### config.mk
export PLATFORM = sky130hd
export DESIGN_NAME = rtc_sqw_alarm_out
export DESIGN_NICKNAME = d
export VERILOG_FILES = /design/src/rtl/rtc_sqw_pkg.sv /design/src/rtl/rtc_ctl_reg.sv /design/src/rtl/rtc_sqw_div.sv /design/src/rtl/rtc_pin_mux.sv /design/src/rtl/rtc_sqw_alarm_out.sv
export SDC_FILE = /design/constraint.sdc
export NUM_CORES = 1
export LEC_CHECK = 0
export ABC_AREA = 1
export BUFFER_PORTS_ARGS = -buffer_cell sky130_fd_sc_hd__buf_2
export CORE_ASPECT_RATIO = 1.25
export CORE_MARGIN = 2
export CORE_UTILIZATION = 54
export DETAILED_ROUTE_END_ITERATION = 12
export PLACE_DENSITY = 0.84
export SLEW_MARGIN = 30
export SYNTH_ARGS = -nofsm -noshare
export SYNTH_HDL_FRONTEND = slang
export SYNTH_HIERARCHICAL = 1
export SYNTH_SLANG_ARGS = --single-unit
### constraint.sdc
create_clock -name clk -period 1.58 [get_ports clk]
set_input_delay 0.316 -clock clk [delete_from_list [all_inputs] [get_ports clk]]
set_output_delay 0.316 -clock clk [all_outputs]
set_load 0.05 [all_outputs]
### src/rtl/rtc_sqw_pkg.sv
// Package: shared control-word layout and rate codes for the RTC pin controller.
// Assumes an 8-bit control word in which bits 6 and 1 are unimplemented.
package rtc_sqw_pkg;

    typedef enum logic [1:0] {
        RATE_1HZ  = 2'b00,
        RATE_4K   = 2'b01,
        RATE_8K   = 2'b10,
        RATE_32K  = 2'b11
    } rate_e;

    typedef struct packed {
        logic  osc_off;    // bit 7: stop oscillator while on backup
        logic  rsvd6;      // bit 6: unimplemented
        logic  batt_out;   // bit 5: keep pin driven on backup
        rate_e rate;       // bits 4:3: square-wave rate
        logic  int_mode;   // bit 2: 1 = interrupt, 0 = square wave
        logic  rsvd1;      // bit 1: unimplemented
        logic  alm_ie;     // bit 0: alarm interrupt enable
    } ctl_t;

    localparam logic [7:0] CTL_RESET     = 8'h18;
    localparam logic [7:0] CTL_LIVE_MASK = 8'hBD;

endpackage

### src/rtl/rtc_ctl_reg.sv
// Module: control word and alarm flag storage.
// Assumes writes and flag clears arrive as single-cycle strobes in the clk domain.
// Unimplemented bits are masked on write, so they always read 0.
module rtc_ctl_reg
    import rtc_sqw_pkg::*;
(
    input  logic       clk,
    input  logic       rst_n,
    input  logic       wr_en,
    input  logic [7:0] wr_data,
    input  logic       alarm_match,
    input  logic       flag_clr,
    output logic [7:0] rd_data,
    output logic       osc_off,
    output logic       batt_out,
    output rate_e      rate,
    output logic       int_mode,
    output logic       alm_ie,
    output logic       alarm_flag
);

    ctl_t ctl_q;
    logic flag_q;

    // Control word: reset to defaults, load masked write data.
    always_ff @(posedge clk) begin
        if (!rst_n)
            ctl_q <= ctl_t'(CTL_RESET);
        else if (wr_en)
            ctl_q <= ctl_t'(wr_data & CTL_LIVE_MASK);
    end

    // Alarm flag: a match sets it and wins over a clear in the same cycle.
    always_ff @(posedge clk) begin
        if (!rst_n)
            flag_q <= 1'b0;
        else if (alarm_match)
            flag_q <= 1'b1;
        else if (flag_clr)
            flag_q <= 1'b0;
    end

    // Field breakout for the downstream logic.
    always_comb begin
        rd_data    = ctl_q;
        osc_off    = ctl_q.osc_off;
        batt_out   = ctl_q.batt_out;
        rate       = ctl_q.rate;
        int_mode   = ctl_q.int_mode;
        alm_ie     = ctl_q.alm_ie;
        alarm_flag = flag_q;
    end


    flag_set_chk: assert property (@(posedge clk) disable iff (!rst_n)
        alarm_match |=> alarm_flag);


    flag_hold_chk: assert property (@(posedge clk) disable iff (!rst_n)
        (alarm_flag && !flag_clr) |=> alarm_flag);

endmodule

### src/rtl/rtc_sqw_div.sv
// Module: oscillator divider and rate tap selection.
// Assumes clk runs at twice the oscillator rate, so counter bit k toggles at
// osc/2^k. The requested rate is adopted only when the counter wraps, where
// every tap starts a fresh low phase.
module rtc_sqw_div
    import rtc_sqw_pkg::*;
#(
    parameter int SLOW_TAP = 15,
    parameter int TAP_4K   = 3,
    parameter int TAP_8K   = 2,
    parameter int TAP_32K  = 0
) (
    input  logic  clk,
    input  logic  rst_n,
    input  logic  osc_run,
    input  rate_e rate_req,
    output logic  sq_wave
);

    localparam int              CNT_W   = SLOW_TAP + 1;
    localparam logic [CNT_W-1:0] CNT_MAX = '1;

    function automatic int tap_of(input int code);
        case (code)
            0:       return SLOW_TAP;
            1:       return TAP_4K;
            2:       return TAP_8K;
            default: return TAP_32K;
        endcase
    endfunction

    logic [CNT_W-1:0] cnt_q;
    rate_e            act_rate_q;
    logic [3:0]       tap_bits;

    // Divider counter: advances only while the oscillator runs.
    always_ff @(posedge clk) begin
        if (!rst_n)
            cnt_q <= '0;
        else if (osc_run)
            cnt_q <= cnt_q + 1'b1;
    end

    // Active rate: take the requested code at the wrap edge only.
    always_ff @(posedge clk) begin
        if (!rst_n)
            act_rate_q <= RATE_32K;
        else if (osc_run && cnt_q == CNT_MAX)
            act_rate_q <= rate_req;
    end

    // One tap per rate code, picked from the counter.
    for (genvar r = 0; r < 4; r++) begin : g_tap
        assign tap_bits[r] = cnt_q[tap_of(r)];
    end

    // Output select from the active rate.
    always_comb sq_wave = tap_bits[act_rate_q];


    div_freeze_chk: assert property (@(posedge clk) disable iff (!rst_n)
        !osc_run |=> $stable(cnt_q));


    rate_hold_chk: assert property (@(posedge clk) disable iff (!rst_n)
        (cnt_q != CNT_MAX) |=> $stable(act_rate_q));

endmodule

### src/rtl/rtc_pin_mux.sv
// Module: shared pin data and enable.
// Assumes all inputs are registered or static, so the outputs are pure
// combinational decode. Square-wave mode holds the pin high while stopped.
module rtc_pin_mux (
    input  logic clk,
    input  logic rst_n,
    input  logic on_backup,
    input  logic osc_off,
    input  logic batt_out,
    input  logic int_mode,
    input  logic alm_ie,
    input  logic alarm_flag,
    input  logic sq_wave,
    output logic osc_run,
    output logic pin_out,
    output logic pin_oe
);

    // Oscillator gate: stop allowed only on backup power.
    always_comb osc_run = !(osc_off && on_backup);

    // Pin data: active-low alarm request, or the gated square wave.
    always_comb begin
        if (int_mode)
            pin_out = !(alm_ie && alarm_flag);
        else
            pin_out = osc_run ? sq_wave : 1'b1;
    end

    // Pin enable: always on main power, by the backup enable otherwise.
    always_comb pin_oe = !on_backup || batt_out;


    oe_main_chk: assert property (@(posedge clk) disable iff (!rst_n)
        !on_backup |-> pin_oe);


    flag_masked_chk: assert property (@(posedge clk) disable iff (!rst_n)
        (int_mode && !alm_ie && alarm_flag) |-> pin_out);

endmodule

### src/rtl/rtc_sqw_alarm_out.sv
// Module: top of the RTC shared-pin controller.
// Assumes clk at twice the oscillator rate and a synchronous active-low reset.
// Wires the control storage, divider and pin decode together.
module rtc_sqw_alarm_out
    import rtc_sqw_pkg::*;
#(
    parameter int SLOW_TAP = 15,
    parameter int TAP_4K   = 3,
    parameter int TAP_8K   = 2,
    parameter int TAP_32K  = 0
) (
    input  logic       clk,
    input  logic       rst_n,
    input  logic       on_backup,
    input  logic       ctl_wr_en,
    input  logic [7:0] ctl_wr_data,
    output logic [7:0] ctl_rd_data,
    input  logic       alarm_match,
    input  logic       flag_clr,
    output logic       alarm_flag,
    output logic       pin_out,
    output logic       pin_oe
);

    logic  osc_off, batt_out, int_mode, alm_ie, osc_run, sq_wave;
    rate_e rate;

    rtc_ctl_reg i_ctl (
        .clk         (clk),
        .rst_n       (rst_n),
        .wr_en       (ctl_wr_en),
        .wr_data     (ctl_wr_data),
        .alarm_match (alarm_match),
        .flag_clr    (flag_clr),
        .rd_data     (ctl_rd_data),
        .osc_off     (osc_off),
        .batt_out    (batt_out),
        .rate        (rate),
        .int_mode    (int_mode),
        .alm_ie      (alm_ie),
        .alarm_flag  (alarm_flag)
    );

    rtc_sqw_div #(
        .SLOW_TAP (SLOW_TAP),
        .TAP_4K   (TAP_4K),
        .TAP_8K   (TAP_8K),
        .TAP_32K  (TAP_32K)
    ) i_div (
        .clk      (clk),
        .rst_n    (rst_n),
        .osc_run  (osc_run),
        .rate_req (rate),
        .sq_wave  (sq_wave)
    );

    rtc_pin_mux i_mux (
        .clk        (clk),
        .rst_n      (rst_n),
        .on_backup  (on_backup),
        .osc_off    (osc_off),
        .batt_out   (batt_out),
        .int_mode   (int_mode),
        .alm_ie     (alm_ie),
        .alarm_flag (alarm_flag),
        .sq_wave    (sq_wave),
        .osc_run    (osc_run),
        .pin_out    (pin_out),
        .pin_oe     (pin_oe)
    );


    osc_main_chk: assert property (@(posedge clk) disable iff (!rst_n)
        !on_backup |-> osc_run);

endmodule

==> results.yml <==
critical_path:
  max_stage_delay_ps: 380
  crit_required_ps: 1260
  cpMaxStageDelayCell: "dfxtp_4"
  end_kind: "output port"
  cp_common_cell: "nand2_1"
  path_cells: "nand2_1, a32oi_1, nor2_1, nand2_1, nand2_2, inv_2, buf_8"
  start_kind: "flip-flop"
  crit_type: "flip-flop to output port"
  crit_arrival_ps: 1340
  cp_max_fo: 2
placement:
  routabilityCongestion: 0.818
  dpl.hpwl_microns: 1870
  pre_cts_ws_ps: 98.6
  dpl.cell_count: 238
  io_buffers: 20
yosys:
  syn_area_per_cell_sq_um: 6.71
  synth_area_sq_um: 1310
  synthCells: 195
  synth_top_area_cell: "dfxtp_1"
  synth_top_area_share_pct: 38.3
  yosysSeqAreaShare_pct: 38.3
  yosys_warnings: 6
  synth-seq-cells: 25
  synth_cell_type_count: 23
  synth.top_cells.by_area: "dfxtp_1 (38%), nand2_1 (13%), nor2_1 (10%)"
power:
  p_leak_nw: 0.624
  p_seq_share_pct: 58.1
  netSwitchingFraction_pct: 29.9
  powerDensity_nw_per_um2: 796
  ir_drop_uv: 675
  pwr-share-clk_pct: 24.9
  internal-power_w: 0.000804
  power_switching_w: 0.000343
  power_frac_comb_pct: 17.0
clock_tree:
  cts_root_buffer: "clkbuf_4"
  cts_made_buffers: 3
  clkLatencyLatePin_ps: 320
  cts_sinks: 25
  cts_max_level: 1
  cts_tree: "done"
  hold_buffers: 0
  clockBufferDepth: 2
  clkTransAtPathRegs_ps: 140
finish:
  num-fill-cells: 223
  fin_util_pct: 63.8
  drive_gt1_share_pct: 22.6
  n_antenna_cell: 0
  area_delta_synth_final_pct: 10.2
  multi_input_area_sq_um: 651
  final_nets: 228
  regArea_sq_um: 509
  fin_cells: 243
global_route:
  grt_pass1_wl_microns: 4330
  antenna_found_initial: 0
  grt_pass1_vias: 1076
  grt_start_max_net_pins: 15
  gr-total-overflow: 0
  grt_usage_pct: 20.8
timing:
  rsz0062_at_grt: "yes"
  fin_crit_ps: 1650
  fin_crit_sh_pct: 105
  setup_violations: 1
  slew_viol_final: 0
  finalHoldViolCount: 0
  holdWs_ps: 200
  setup_slack_ps: -72.0
  fmax_ghz: 0.605
  finClkSkew_ps: 7.96
route:
  first_pass_iters: 4
  totalWireLength_microns: 2460
  drc: 0
  antenna_left: 0
  num_vias: 1187
  viasPerCell: 4.88
  drt_iter0_markers: 11
  drt-wirelength-per-cell_microns: 10.1
floorplan:
  fp.dieArea_sq_um: 2830
  core_area_sq_um: 2260
  rows: 19
  die_x_microns: 48.0
  ios: 25
  fp.dieH_microns: 59.0
  initial_core_util_pct: 57.9
run_status:
  violations: "setup timing"
  status: "complete, but fails checks"
run:
  drv_cap: 0
min_path:
  hold_path_class: "primary input to flip-flop"
synth_stat cells (all sizes together):
library cell  count
nor2             40
conb              1
nand3b            1
a21oi            10
nand4             5
inv              24
dfxtp            25
nand3            16
a32oi             1
o21ai             9
nor3              1
xor2              1
buf              10
ha                1
a211oi            1
nand2            49
timing repair:
item	CTS	global route
pin swaps	3	2
setup endpoints to repair	1	1
buffers inserted	1	0
resized for setup	8	4
cells in the final DEF, fill, tap and decap left out:
cell,n
a211oi_1,1
a21oi_1,10
a32oi_1,1
buf_2,19
buf_4,2
buf_8,1
clkbuf_4,3
clkinv_2,1
conb_1,2
dfxtp_1,20
dfxtp_2,4
dfxtp_4,1
ha_1,1
inv_1,18
inv_2,6
nand2_1,45
nand2_2,4
nand3_1,14
nand3_2,2
nand3b_1,1
nand4_1,5
nor2_1,35
nor2_2,1
nor2_4,4
nor3_1,1
o21ai_0,8
o21ai_1,1
xor2_1,1
cell families after synthesis:
kind of cell             after synthesis  share of synthesized area [%]
flip-flops                            25                           38.3
AND/OR/NAND/NOR                      112                           38.9
XOR/XNOR                               1                          0.670
buffers and inverters                 34                           12.4
adder cells (fa/ha/maj)                1                          0.957
AO/OA/AOI/OAI                         21                           8.52
other                                  1                          0.287
sequential cells by signal, summed over array words and instances, names as in the netlist:
name,cells
i_div/cnt_q,16
i_ctl/rate,2
i_div/act_rate_q,2
i_ctl/alarm_flag,1
i_ctl/alm_ie,1
i_ctl/batt_out,1
i_ctl/int_mode,1
i_ctl/osc_off,1
critical path, delay by kind of cell (launching register included):
kind	cells	cell delay, ps
buffers and inverters	2	210
flip-flops	1	380
AND/OR/NAND/NOR	4	240
AO/OA/AOI/OAI	1	190
final timing paths:
kind / startpoint / end / slack [ps] / depth (start not counted)
max: i_div/cnt_q[0] / pin_out / -70 / 7
min: ctl_wr_data[4] / i_ctl/rate[1] / 200 / 3
max reg2reg: i_div/cnt_q[0] / i_div/act_rate_q[0] / 220 / 9
min reg2reg: i_div/cnt_q[2] / i_div/cnt_q[2] / 490 / 2
stage by stage:
stage	TNS, ps	total power [W]	cell area (sq um)
5_1_grt	-151	0.00120	1440
3_5_place_dp	0	0.000861	1390
6_report	-72.0	0.00115	1440
4_1_cts	-106	0.00115	1430
3_3_place_gp	0	0.000857	1390
2_1_floorplan	0	0.000830	1310
power groups by stage:
stage	sequential, W	clock, W	combinational, W
3_3_place_gp	0.000683	0	0.000175
3_5_place_dp	0.000682	0	0.000179
6_report	0.000667	0.000285	0.000195
2_1_floorplan	0.000685	0	0.000146
5_1_grt	0.000671	0.000315	0.000214
4_1_cts	0.000667	0.000297	0.000190
per-layer routing:
| metal | vias to the layer above | GRT usage, % | share of wire [%] |
|---|---|---|---|
| met3 | 4 | 2.74 | 2.6 |
| met4 | 0 | 6.95 | 1.3 |
| met1 | 525 | 26.4 | 46 |
| met2 | 18 | 35.2 | 50 |
| met5 | - | 0 | 0 |
| li1 | 640 | - | - |
layout make-up:
class	instances	share of cell area, %
Clock buffer	3	1.56
Clock inverter	1	0.347
Inverter	24	6.25
Multi-Input combinational cell	137	45.1
Sequential cell	25	35.3
Tap cell	31	2.69
Timing Repair Buffer	22	8.68
(Power assumes the default switching activity.)
